==> src/rtl/i2cst_pkg.sv <==
package i2cst_pkg;

  typedef enum logic [3:0] {
    ST_IDLE, ST_ADDR, ST_AMAT, ST_AACK, ST_HOLD,
    ST_LOAD, ST_TX, ST_RACK, ST_DEAF
  } stx_e;

  // address byte selects this slave for a read
  function automatic logic addr_hit(input logic [7:0] abyte, input logic [6:0] own);
    return (abyte[7:1] == own) && abyte[0];
  endfunction

endpackage

==> src/rtl/i2cst_sync.sv <==
module i2cst_sync #(
  parameter int LINES  = 2,
  parameter int STAGES = 2
) (
  input  logic             clk,
  input  logic             rst_n,
  input  logic [LINES-1:0] din,
  output logic [LINES-1:0] dout
);
  for (genvar g = 0; g < LINES; g++) begin : g_line
    logic [STAGES-1:0] pipe;
    always_ff @(posedge clk or negedge rst_n) begin
      if (!rst_n) pipe <= '1;
      else        pipe <= {pipe[STAGES-2:0], din[g]};
    end
    assign dout[g] = pipe[STAGES-1];
  end
endmodule

==> src/rtl/i2cst_fifo.sv <==
module i2cst_fifo #(
  parameter int DW    = 8,
  parameter int DEPTH = 16,
  localparam int AW   = $clog2(DEPTH)
) (
  input  logic          clk,
  input  logic          rst_n,
  input  logic          push,
  input  logic [DW-1:0] push_data,
  input  logic          pop,
  input  logic          clear,
  output logic [DW-1:0] head,
  output logic          empty,
  output logic [AW:0]   level,
  output logic          overflow
);
  localparam logic [AW:0] FULL_LVL = (AW+1)'(DEPTH);

  function automatic logic [AW-1:0] ptr_next(input logic [AW-1:0] p);
    return (p == AW'(DEPTH-1)) ? '0 : p + 1'b1;
  endfunction

  logic [DW-1:0] mem [DEPTH];
  logic [AW-1:0] rp, wp;
  logic [AW:0]   cnt;
  logic          full, take, give;

  assign full  = (cnt == FULL_LVL);
  assign empty = (cnt == '0);
  assign take  = push & ~full & ~clear;
  assign give  = pop & ~empty & ~clear;
  assign head  = mem[rp];
  assign level = cnt;

  always_ff @(posedge clk) if (take) mem[wp] <= push_data;

  always_ff @(posedge clk or negedge rst_n) begin
    if (!rst_n) begin
      rp <= '0; wp <= '0; cnt <= '0; overflow <= 1'b0;
    end else if (clear) begin
      rp <= '0; wp <= '0; cnt <= '0; overflow <= 1'b0;
    end else begin
      if (take) wp <= ptr_next(wp);
      if (give) rp <= ptr_next(rp);
      case ({take, give})
        2'b10:   cnt <= cnt + 1'b1;
        2'b01:   cnt <= cnt - 1'b1;
        default: cnt <= cnt;
      endcase
      if (push && full) overflow <= 1'b1;
    end
  end


  full_drop_chk: assert property (@(posedge clk) disable iff (!rst_n)
    (push && full && !clear && !pop) |=> (overflow && level == FULL_LVL));

  level_bound_chk: assert property (@(posedge clk) disable iff (!rst_n)
    level <= FULL_LVL);

  pop_guard_chk: assert property (@(posedge clk) disable iff (!rst_n)
    pop |-> !empty);
endmodule

==> src/rtl/i2cst_core.sv <==
module i2cst_core
  import i2cst_pkg::*;
(
  input  logic       clk,
  input  logic       rst_n,
  input  logic       scl_s,
  input  logic       sda_s,
  input  logic [6:0] own_addr,
  input  logic       fifo_empty,
  input  logic [7:0] fifo_head,
  input  logic       host_wr,
  input  logic       irq_clr,
  input  logic       end_clr,
  output logic       pop,
  output logic       scl_low,
  output logic       sda_low,
  output logic       irq,
  output logic       tx_empty,
  output logic       xfer_end
);
  stx_e       state;
  logic [7:0] shreg;
  logic [2:0] bitcnt;
  logic       scl_q, sda_q, got_ack, engaged;

  always_ff @(posedge clk or negedge rst_n) begin
    if (!rst_n) begin scl_q <= 1'b1; sda_q <= 1'b1; end
    else        begin scl_q <= scl_s; sda_q <= sda_s; end
  end

  // named bus events
  logic scl_rise, scl_fall, start_evt, stop_evt, end_evt, refill_go, ack_empty;
  assign scl_rise  = scl_s & ~scl_q;
  assign scl_fall  = ~scl_s & scl_q;
  assign start_evt = scl_s & scl_q & sda_q & ~sda_s;
  assign stop_evt  = scl_s & scl_q & ~sda_q & sda_s;
  assign end_evt   = engaged & (start_evt | stop_evt);
  assign refill_go = (state == ST_HOLD) & ~irq & ~fifo_empty;
  assign ack_empty = (state == ST_RACK) & scl_fall & got_ack & fifo_empty;

  assign pop     = refill_go | ((state == ST_RACK) & scl_fall & got_ack & ~fifo_empty);
  assign scl_low = (state == ST_HOLD) | (state == ST_LOAD);
  assign sda_low = (state == ST_AACK) |
                   (((state == ST_TX) | (state == ST_LOAD)) & ~shreg[7]);

  always_ff @(posedge clk or negedge rst_n) begin
    if (!rst_n) begin
      state <= ST_IDLE; shreg <= '0; bitcnt <= '0; got_ack <= 1'b0;
      engaged <= 1'b0; irq <= 1'b0; tx_empty <= 1'b0; xfer_end <= 1'b0;
    end else begin
      if (irq_clr) irq <= 1'b0;
      if (host_wr) tx_empty <= 1'b0;
      if (end_clr) xfer_end <= 1'b0;
      if (end_evt) xfer_end <= 1'b1;
      if (start_evt) begin
        state <= ST_ADDR; bitcnt <= '0; engaged <= 1'b0;
      end else if (stop_evt) begin
        state <= ST_IDLE; engaged <= 1'b0;
      end else begin
        case (state)
          ST_ADDR: if (scl_rise) begin
            shreg  <= {shreg[6:0], sda_s};
            bitcnt <= bitcnt + 1'b1;
            if (bitcnt == 3'd7) state <= ST_AMAT;
          end
          ST_AMAT: if (scl_fall) begin
            if (addr_hit(shreg, own_addr)) begin
              state <= ST_AACK; engaged <= 1'b1;
            end else state <= ST_DEAF;
          end
          ST_AACK: if (scl_fall) begin
            state <= ST_HOLD; irq <= 1'b1;
          end
          ST_HOLD: if (refill_go) begin
            state <= ST_LOAD; shreg <= fifo_head; bitcnt <= '0;
          end
          ST_LOAD: state <= ST_TX;
          ST_TX: if (scl_fall) begin
            if (bitcnt == 3'd7) state <= ST_RACK;
            else begin
              shreg  <= {shreg[6:0], 1'b0};
              bitcnt <= bitcnt + 1'b1;
            end
          end
          ST_RACK: begin
            if (scl_rise) got_ack <= ~sda_s;
            if (scl_fall) begin
              if (!got_ack) state <= ST_DEAF;
              else if (!fifo_empty) begin
                state <= ST_TX; shreg <= fifo_head; bitcnt <= '0;
              end else begin
                state <= ST_HOLD; irq <= 1'b1; tx_empty <= 1'b1;
              end
            end
          end
          default: state <= state;
        endcase
      end
    end
  end


  sda_edge_chk: assert property (@(posedge clk) disable iff (!rst_n)
    !$stable(sda_low) |-> !scl_s);

  end_release_chk: assert property (@(posedge clk) disable iff (!rst_n)
    end_evt |=> (xfer_end && !scl_low));

  addr_irq_chk: assert property (@(posedge clk) disable iff (!rst_n)
    (state == ST_AACK && scl_fall && !start_evt && !stop_evt) |=> (irq && scl_low));

  empty_irq_chk: assert property (@(posedge clk) disable iff (!rst_n)
    (ack_empty && !start_evt && !stop_evt) |=> (irq && tx_empty && scl_low));
endmodule

==> src/rtl/i2c_slave_txfifo.sv <==
module i2c_slave_txfifo #(
  parameter int DEPTH = 16,
  localparam int LW   = $clog2(DEPTH) + 1
) (
  input  logic          clk,
  input  logic          rst_n,
  input  logic          scl_in,
  input  logic          sda_in,
  output logic          scl_drive_low,
  output logic          sda_drive_low,
  input  logic [6:0]    own_addr,
  input  logic          wr_en,
  input  logic [7:0]    wr_data,
  input  logic          fifo_clr,
  input  logic          irq_clr,
  input  logic          xfer_end_clr,
  output logic          irq,
  output logic          tx_empty,
  output logic          xfer_end,
  output logic          fifo_overflow,
  output logic [LW-1:0] fifo_level
);
  logic [1:0] lines_s;
  logic       f_empty, f_pop;
  logic [7:0] f_head;

  i2cst_sync #(.LINES(2), .STAGES(2)) u_sync (
    .clk(clk), .rst_n(rst_n), .din({scl_in, sda_in}), .dout(lines_s));

  i2cst_fifo #(.DW(8), .DEPTH(DEPTH)) u_fifo (
    .clk(clk), .rst_n(rst_n), .push(wr_en), .push_data(wr_data),
    .pop(f_pop), .clear(fifo_clr), .head(f_head), .empty(f_empty),
    .level(fifo_level), .overflow(fifo_overflow));

  i2cst_core u_core (
    .clk(clk), .rst_n(rst_n), .scl_s(lines_s[1]), .sda_s(lines_s[0]),
    .own_addr(own_addr), .fifo_empty(f_empty), .fifo_head(f_head),
    .host_wr(wr_en), .irq_clr(irq_clr), .end_clr(xfer_end_clr),
    .pop(f_pop), .scl_low(scl_drive_low), .sda_low(sda_drive_low),
    .irq(irq), .tx_empty(tx_empty), .xfer_end(xfer_end));
endmodule

==> config.mk <==
export PLATFORM = sky130hd
export DESIGN_NAME = i2c_slave_txfifo
export DESIGN_NICKNAME = d
export VERILOG_FILES = /design/src/rtl/i2cst_pkg.sv /design/src/rtl/i2cst_sync.sv /design/src/rtl/i2cst_fifo.sv /design/src/rtl/i2cst_core.sv /design/src/rtl/i2c_slave_txfifo.sv
export SDC_FILE = /design/constraint.sdc
export NUM_CORES = 1
export LEC_CHECK = 0
export CAP_MARGIN = 0
export CORE_UTILIZATION = 54
export CTS_CLUSTER_SIZE = 25
export DETAILED_ROUTE_END_ITERATION = 6
export GPL_TIMING_DRIVEN = 0
export PLACE_DENSITY = 0.83
export SLEW_MARGIN = 20
export SYNTH_ARGS = -nofsm -noshare
export SYNTH_HDL_FRONTEND = slang
export SYNTH_SLANG_ARGS = --single-unit
==> constraint.sdc <==
create_clock -name clk -period 3.2 [get_ports clk]
set_input_delay 0.32 -clock clk [delete_from_list [all_inputs] [get_ports clk]]
set_output_delay 0.32 -clock clk [all_outputs]
set_load 0.05 [all_outputs]
==> reports/results.txt, run 1 <==
Residual DRC -> 0
Placer congestion estimate -> 0.906
Power per Cell Area -> 661 mW/mm²
Area of the mapped netlist -> 0.00742 mm²
R2r setup slk -> 0.09 ns
Synth Area in XOR/XNOR -> 0.0153
Status -> finished, final reports clean
Synth Area in Simple Gates -> 0.0837
Clock buffer depth -> 2
Hold path depth -> 2
Synth area leader -> edfxtp_1
Total GRT Usage -> 0.233
F_max -> 0.321 GHz
CP arrival -> 3.42 ns
Post-Synth Adder-Cell Area -> 0.0196
Number of synthesized flops with an enable pin -> 128
Cells after synthesis -> 480
Hold Path Class -> in -> reg
Clock latency on the worst-skew pair -> 0.43 ns
Count of final max-slew check failures -> 0
DRT Pass-1 Iters -> 5
Largest net degree at the start of global routing -> 33
Wire length on met2 -> 7540 µm
Post-synthesis async set-or-reset flop share -> 0.238
Routed len/inst -> 20.6 µm
Fin crit period -> 3.11 ns
CORE AREA -> 0.0133 mm²
Crit path launch type -> flip-flop
Yosys reg bits -> 168
IO Pins -> 34
Leakage -> 2.93 nW
PortBufs -> 32
Largest cells by area after synthesis -> edfxtp_1 52%, dfrtp_1 11%, mux4_2 9.7%, dfstp_2 2.1%, mux2_2 2.0%
WHS -> 0.273 ns
CTS root buffer -> clkbuf_16
Placed insts -> 689
DR vias/cell -> 6.08
Area growth syn-to-layout -> 15.9%
Metal-1 WL -> 6350 µm
Fin util -> 0.647
ANT nets after route -> 0
Initial Utilization -> 0.558
Setup TNS -> 0 ns
CP required -> 3.51 ns
Relative slew slack -> 0.428
Layout Skew -> 0.0126 ns
Clock Pin Slew Worst Setup and Hold Paths -> 0.06 ns
CTS tree -> yes
DPL Wire Length -> 10,100 µm
Most common cell after layout, fill and taps aside -> edfxtp_1
Initial antenna violation count -> 0
Initial DRC Count -> 468
# setup viols final -> 0
Top FF cell, synth -> edfxtp_1
Critical path type -> reg -> reg
DIE AREA -> 0.0142 mm²
Dominant combinational cell family by area after synthesis -> multiplexers
Max-Cap Viols -> 0
Most frequent cells in the layout -> 128 x edfxtp_1, 32 x mux4_2, 32 x dfrtp_1
Actual slew at the worst max-slew pin -> 0.851 ns
Die width -> 119 µm
Largest fanout on the critical path -> 8
Std cell rows -> 42
Ant. Diodes -> 0
Post-Syn Nets -> 514
CTS buffer count -> 17
Maximum VDD drop -> 0.627 mV
Share of cells above drive strength 1 -> 0.200
Clock sinks -> 168
Yosys cell types -> 60
RSZ-0062 raised after global routing -> false
Synth top area share -> 0.518
Top sig layer -> met4
Synth Area in Compound Gates -> 0.0670
First-pass GRT wire length -> 24,300 µm
Post-synthesis sequential area ratio -> 0.654
Syn. warnings -> 0
Syn avg cell area -> 15.5 µm²
Met3 wire length -> 835 µm
Chip height -> 119 µm
CTS H-tree lvls -> 4
Crit path capture type -> flip-flop
Worst R2R Path Depth -> 11
Final cycle utilization of the critical path -> 0.973
WL final -> 15,000 µm
Fin nets -> 570
Final std cells w/o fill -> 725
Total number of vias -> 4,411
Global route overflow -> 0
Vias in the first global route -> 4,519
Fin. Hold Viols -> 0
Proportion of synthesized area in mux cells -> 0.137
through the flow:
step                      cell area [µm²]  setup slack (ns)  power (mW)
after floorplan                      7420            0.0312        3.46
after detailed placement             8000           -0.0322        3.77
after CTS                            8570            0.0265        5.68
final                                8600            0.0870        5.68
after global placement               7960            0.0201        3.71
after global routing                 8600            0.0175        5.91
area by class of cell:
type,instances,area (µm²)
Sequential cell,168,4850
Fill cell,898,4700
Multi-Input combinational cell,271,2430
Clock buffer,20,437
Timing Repair Buffer,37,368
Tap cell,176,220
Clock inverter,12,119
Buffer,24,106
Inverter,17,63.8
per-layer routing:
layer  vias up  GRT usage
li1       1978          -
met1      2239      0.309
met4         0     0.0823
met3        23     0.0536
met5         -          0
met2       171      0.380
path summary, 6_finish.rpt:
check,startpoint,endpoint
worst min-delay path,fifo_clr,u_fifo.level[2]
min in group asynchronous,rst_n,u_fifo.rp[0]
worst min register to register,u_sync.g_line[0].pipe[0],u_sync.g_line[0].pipe[1]
worst max register to register,u_fifo.level[1],u_fifo.level[4]
worst max-delay path,u_fifo.level[1],u_fifo.level[4]
max in group asynchronous,rst_n,u_core.scl_q
synthesized netlist by cell type, types with 6 or more instances:
library cell	instances
edfxtp_1	128
dfrtp_1	34
mux4_2	32
nand2_1	30
nor2_1	28
inv_1	17
nand3_1	17
a21oi_1	16
clkbuf_1	15
mux2_2	13
nor3_1	11
ha_1	10
xnor2_1	10
mux2i_1	9
o21ai_0	8
o311ai_1	8
nand2b_1	7
nand4_1	7
dfstp_2	6
critical path: stages, from the launching register on:
cell and delay, ns:
dfrtp_2 0.45, or4_4 0.59, o21ai_4 0.17, and3_1 0.17
buf_4 0.15, nand2b_1 0.09, inv_1 0.11, ha_1 0.28
a21o_1 0.19, a21oi_1 0.21, mux2i_2 0.25, mux2_4 0.31
flip-flops by register name, indices dropped and copies added (netlist names), 3 cells and up:
| register | flops |
|---|---|
| u_fifo.mem | 128 |
| u_core.shreg | 8 |
| u_fifo.level | 5 |
| u_core.state | 4 |
| u_fifo.rp | 4 |
| u_fifo.wp | 4 |
| u_sync.g_line.pipe | 4 |
| u_core.bitcnt | 3 |
what timing repair did:
item	CTS	global route
hold buffers	1	0
endpoints found under the setup margin	1	1
gates resized for setup	1	2
pin swaps	2	1
hold endpoints to repair	8	0
buffers inserted	1	2
power breakdown:
group / switching [mW] / internal, mW / leakage (nW)
registers: 0.115 / 2.47 / 1.66
clock network: 0.843 / 1.08 / 0.262
logic: 0.650 / 0.518 / 1.01
total: 1.61 / 4.07 / 2.93
cells by family after synthesis:
group / after synthesis
buffers and inverters: 41
and+or+nand+nor: 123
muxes: 59
adders and majority gates: 11
xor gates and xnor gates: 13
AOI/OAI and AO/OA: 65
DFF: 168
Note: power is estimated with default switching activity, not from simulation.
==> run 2, diff against run 1 <==
Settings changed: PLACE_DENSITY 0.83 to 0.75.
==> run 2 against run 1 <==
Compared with the run above:
- fmax increased by 2.1%
- clock power increased by 5%
- final area increased by 0.58%
- first-iteration DRC count increased by 11%
- non-clock buffer count unchanged
- cell count unchanged
- sequential share of layout area decreased by 0.31 points
- highest routed layer unchanged
- via count decreased by 0.32%
- count of clock-buffer cells in the layout increased by 5
- core utilization increased by 0.38 points
==> reports/results.txt, run 2 (same netlist as run 1, synthesis figures left out) <==
CP arrival -> 3.36 ns
Largest net degree at the start of global routing -> 24
Count of final max-slew check failures -> 0
Std cell rows -> 42
Most frequent cells in the layout -> 128 x edfxtp_1, 32 x mux4_2, 31 x clkdlybuf4s50_1, 31 x dfrtp_1, 29 x nand2_1
RSZ-0062 raised after global routing -> false
Critical path type -> reg -> reg
Total GRT Usage -> 0.232
Share of power burned in registers -> 0.449
DIE AREA -> 0.0142 mm²
Fin crit period -> 3.05 ns
Crit path launch type -> flip-flop
Final cycle utilization of the critical path -> 0.953
Multi-input logic area -> 0.00243 mm²
Actual slew at the worst max-slew pin -> 0.845 ns
PortBufs -> 32
Status -> finished, final reports clean
Global route overflow -> 0
Layout fillers -> 934
Crit-path slowest cell -> or4_4
CTS H-tree lvls -> 4
Relative slew slack -> 0.435
Clock Pin Slew Worst Setup and Hold Paths -> 0.06 ns
Switching share of power -> 0.277
Internal -> 4.17 mW
CTS root buffer -> clkbuf_16
Fin. Hold Viols -> 0
Area growth syn-to-layout -> 16.6%
CORE AREA -> 0.0133 mm²
Max-Cap Viols -> 0
Power per Cell Area -> 668 mW/mm²
DR vias/cell -> 6.06
CTS tree -> yes
Leakage -> 2.97 nW
DRT Pass-1 Iters -> 5
First-pass GRT wire length -> 24,000 µm
F_max -> 0.328 GHz
Total number of vias -> 4,397
Largest regs -> u_fifo.mem: 128 flops, u_core.shreg: 8 flops, u_fifo.level: 5 flops
Initial antenna violation count -> 0
Chain of cells forming the critical path -> or4_4 > o21ai_4 > and3_1 > buf_4 > nand2b_1 > inv_1 > ha_1 > a21o_1 > a21oi_2 > mux2i_2 > mux2_4
Ant. Diodes -> 0
DPL Wire Length -> 10,200 µm
Placer congestion estimate -> 0.883
Max reg flops -> 128
Initial Utilization -> 0.558
CTS buffer count -> 17
Most common cell after layout, fill and taps aside -> edfxtp_1
CP required -> 3.51 ns
Residual DRC -> 0
Clock buffer depth -> 2
Switching power -> 1.60 mW
Layout Skew -> 0.00483 ns
Crit path capture type -> flip-flop
Largest stage delay, worst path -> 0.59 ns
Setup TNS -> 0 ns
Crit path max-delay family -> simple AND/OR/NAND/NOR gates
Clock sinks -> 168
Largest fanout on the critical path -> 8
IO Pins -> 34
Clock share of power -> 0.348
Die width -> 119 µm
CP bufs+invs -> 2
Clock latency on the worst-skew pair -> 0.42 ns
Combinational share of power -> 0.203
WL final -> 15,400 µm
Fin nets -> 570
Hold Path Class -> in -> reg
# setup viols final -> 0
Largest Register -> u_fifo.mem
Chip height -> 119 µm
Share of cells above drive strength 1 -> 0.208
Register Area -> 0.00486 mm²
Routed len/inst -> 21.2 µm
ANT nets after route -> 0
Vias in the first global route -> 4,410
Maximum VDD drop -> 0.457 mV
Total power -> 5.78 mW
Initial DRC Count -> 519
run 2: cell count changes in the layout (fill, tap and decap cells not counted), sizes merged:
cell      change
clkinvlp      -2
clkinv        -2
clkbuf        +5
bufinv        -1
run 2: area by class of cell:
cell class | instances | area share
flip-flops and latches | 168 | 0.561
multi-input cells | 271 | 0.281
clock buffers | 25 | 0.0623
repair buffers | 37 | 0.0434
well taps | 176 | 0.0255
plain buffers | 24 | 0.0123
inverters | 17 | 0.00738
clock inverters | 7 | 0.00622
run 2: power groups by stage:
stage,clock network (mW),registers (mW),logic (mW)
after floorplan,0,2.63,0.829
after detailed placement,0,2.63,1.14
after global placement,0,2.62,1.09
final,2.01,2.59,1.17
after CTS,2.03,2.59,1.15
after global routing,2.11,2.61,1.27
run 2: repair_timing:
item / in CTS / in global routing
buffers inserted: 1 / 2
hold buffers: 1 / 0
setup endpoints to repair: 1 / 1
cloned: 0 / 0
hold endpoints to repair: 18 / 0
gates resized for setup: 0 / 5
pin swaps: 1 / 1
run 2: worst paths after layout:
| path | start | to | slack, ns | depth (start not counted) |
|---|---|---|---|---|
| hold / removal | fifo_clr | u_fifo.level[2] | 0.28 | 2 |
| setup / recovery | u_fifo.level[1] | u_fifo.level[4] | 0.15 | 11 |
| max in group asynchronous | rst_n | u_sync.g_line[0].pipe[1] | 2.19 | 3 |
| hold reg to reg | u_sync.g_line[1].pipe[0] | u_sync.g_line[1].pipe[1] | 0.35 | 0 |
| min in group asynchronous | rst_n | u_fifo.level[3] | 0.43 | 2 |
| setup reg to reg | u_fifo.level[1] | u_fifo.level[4] | 0.15 | 11 |
run 2: routing by layer:
metal  global-route usage  routed length (µm)  up-vias
met2                0.375                7710      145
li1                     -                   -     1971
met1                0.319                6690     2262
met3               0.0484                 712       19
met5                    0                   0        -
met4               0.0696                 243        0
run 2: worst register-to-register path, cell delays in order, from the launching register on:
cell and delay, ns:
dfrtp_2 0.46, or4_4 0.59, o21ai_4 0.18, and3_1 0.16, buf_4 0.15, nand2b_1 0.09
inv_1 0.12, ha_1 0.28, a21o_1 0.20, a21oi_2 0.16, mux2i_2 0.24, mux2_4 0.31
run 2: per-stage QoR:
stage,area [µm²],utilization,instances,setup slack (ns),hold slack (ns)
detailed placement,8000,0.602,689,-0.0426,0.344
CTS,8610,0.648,723,0.00232,0.268
global placement,7960,0.599,688,0.00769,0.346
floorplan,7420,-,480,0.0312,0.0244
finish,8650,0.651,725,0.151,0.283
global route,8650,0.651,725,0.00537,0.302
==> run 3, diff against run 2 <==
Settings changed: CTS_BUF_LIST from default to sky130_fd_sc_hd__clkbuf_16, TNS_END_PERCENT from default to 50.
==> run 3 against run 2 <==
Compared with the run above:
- die area stayed put
- non-clock buffer count stayed put
- via count is 0.14% higher
- critical path type unchanged
- clock skew is 0.0011 ns lower
- register-to-register slack hardly changed
- worst hold slack worse by 0.0042 ns
- global-route usage is 0.12 points higher
- total power is 1.8% lower
==> reports/results.txt, run 3 (same netlist as run 1, synthesis figures left out) <==
PortBufs -> 32
Leakage -> 2.96 nW
Status -> finished, final reports clean
RSZ-0062 raised after global routing -> false
Fin nets -> 570
Largest Register -> u_fifo.mem
Total GRT Usage -> 0.233
Std cell rows -> 42
Critical path type -> reg -> reg
Vias in the first global route -> 4,404
Placer congestion estimate -> 0.883
ANT nets after route -> 0
Chip height -> 119 µm
CTS tree -> yes
DPL Wire Length -> 10,200 µm
Largest net degree at the start of global routing -> 24
Total number of vias -> 4,403
Max-Cap Viols -> 0
Max reg flops -> 128
Largest regs -> u_fifo.mem: 128 flops, u_core.shreg: 8 flops, u_fifo.level: 5 flops
Actual slew at the worst max-slew pin -> 0.824 ns
DR vias/cell -> 6.07
CP arrival -> 3.36 ns
CTS root buffer -> clkbuf_16
Layout fillers -> 936
Fin crit period -> 3.05 ns
Relative slew slack -> 0.449
Final cycle utilization of the critical path -> 0.952
F_max -> 0.328 GHz
Initial antenna violation count -> 0
Slack of the critical path -> 0.154 ns
CORE AREA -> 0.0133 mm²
CTS buffer count -> 17
Clock buffer depth -> 2
Initial DRC Count -> 455
Residual DRC -> 0
Clock sinks -> 168
Count of final max-slew check failures -> 0
CP required -> 3.51 ns
DIE AREA -> 0.0142 mm²
Fin. Hold Viols -> 0
Routed len/inst -> 21.2 µm
Maximum VDD drop -> 0.454 mV
Area growth syn-to-layout -> 16.0%
Layout Skew -> 0.00374 ns
Most common cell after layout, fill and taps aside -> edfxtp_1
Most frequent cells in the layout -> 128 x edfxtp_1, 32 x mux4_2, 31 x clkdlybuf4s50_1, 31 x dfrtp_1, 29 x nand2_1
Crit path launch type -> flip-flop
CTS H-tree lvls -> 4
Die width -> 119 µm
Clock Pin Slew Worst Setup and Hold Paths -> 0.06 ns
Power per Cell Area -> 659 mW/mm²
Setup WS pre-CTS -> -0.0426 ns
# setup viols final -> 0
Fin util -> 0.647
WL final -> 15,400 µm
Clock latency on the worst-skew pair -> 0.42 ns
Share of cells above drive strength 1 -> 0.206
First-pass GRT wire length -> 24,000 µm
IO Pins -> 34
Largest fanout on the critical path -> 8
Crit path capture type -> flip-flop
DRT Pass-1 Iters -> 5
Initial Utilization -> 0.558
Ant. Diodes -> 0
Global route overflow -> 0
Hold Path Class -> in -> reg
-- run 3: cell types whose count changed in the layout (fill, tap and decap cells not counted), sizes merged --
cell,before,now
inv,20,26
clkbuf,40,34
-- run 3: area by class of cell --
| type | count | area, µm² | share of cell area |
|---|---|---|---|
| Timing Repair Buffer | 37 | 375 | 0.0436 |
| Clock buffer | 19 | 475 | 0.0552 |
| Buffer | 24 | 106 | 0.0124 |
| Inverter | 17 | 63.8 | 0.00741 |
| Clock inverter | 13 | 76.3 | 0.00887 |
| Sequential cell | 168 | 4860 | 0.564 |
| Multi-Input combinational cell | 271 | 2430 | 0.283 |
| Tap cell | 176 | 220 | 0.0256 |
-- run 3: timing repair --
action / 4_1_cts / 5_1_grt
setup endpoints to repair: 1 / 1
hold buffers: 1 / 0
endpoints found under the hold margin: 18 / 0
gates resized for setup: 0 / 5
pin swaps: 1 / 1
setup buffers: 1 / 2
-- run 3: path summary, 6_finish.rpt --
| kind | from | endpoint | slack, ns | depth (start not counted) |
|---|---|---|---|---|
| worst max-delay path | u_fifo.level[1] | u_fifo.level[4] | 0.15 | 11 |
| worst min-delay path | fifo_clr | u_fifo.level[2] | 0.28 | 2 |
| worst max register to register | u_fifo.level[1] | u_fifo.level[4] | 0.15 | 11 |
| worst min register to register | u_sync.g_line[1].pipe[0] | u_sync.g_line[1].pipe[1] | 0.35 | 0 |
| max in group asynchronous | rst_n | u_sync.g_line[0].pipe[1] | 2.19 | 3 |
| min in group asynchronous | rst_n | u_fifo.level[3] | 0.43 | 2 |
-- run 3: per-layer routing --
| metal | GRT usage | share of wire | vias up |
|---|---|---|---|
| li1 | - | - | 1972 |
| met1 | 0.315 | 0.43 | 2252 |
| met2 | 0.378 | 0.49 | 151 |
| met3 | 0.0489 | 0.056 | 28 |
| met4 | 0.0807 | 0.020 | 0 |
| met5 | 0 | 0 | - |
-- run 3: critical path, stage by stage (launching register included) --
cell	delay, ns
dfrtp_2	0.46
or4_4	0.59
o21ai_4	0.17
and3_1	0.16
buf_4	0.15
nand2b_1	0.09
inv_1	0.12
ha_1	0.28
a21o_1	0.20
a21oi_2	0.16
mux2i_2	0.24
mux2_4	0.31
-- run 3: through the flow --
step | area (µm²) | setup TNS, ns | hold slack (ns) | instances | power, mW
after global placement | 7960 | 0 | 0.346 | 688 | 3.72
after global routing | 8610 | 0 | 0.300 | 725 | 5.88
final | 8610 | 0 | 0.279 | 725 | 5.67
after CTS | 8570 | 0 | 0.264 | 723 | 5.67
after floorplan | 7420 | 0 | 0.0244 | 480 | 3.46
after detailed placement | 8000 | -0.0426 | 0.344 | 689 | 3.77
-- run 3: where the power goes --
part / switching, mW / internal (mW)
Clock: 0.830 / 1.08
Sequential: 0.119 / 2.48
Combinational: 0.654 / 0.519
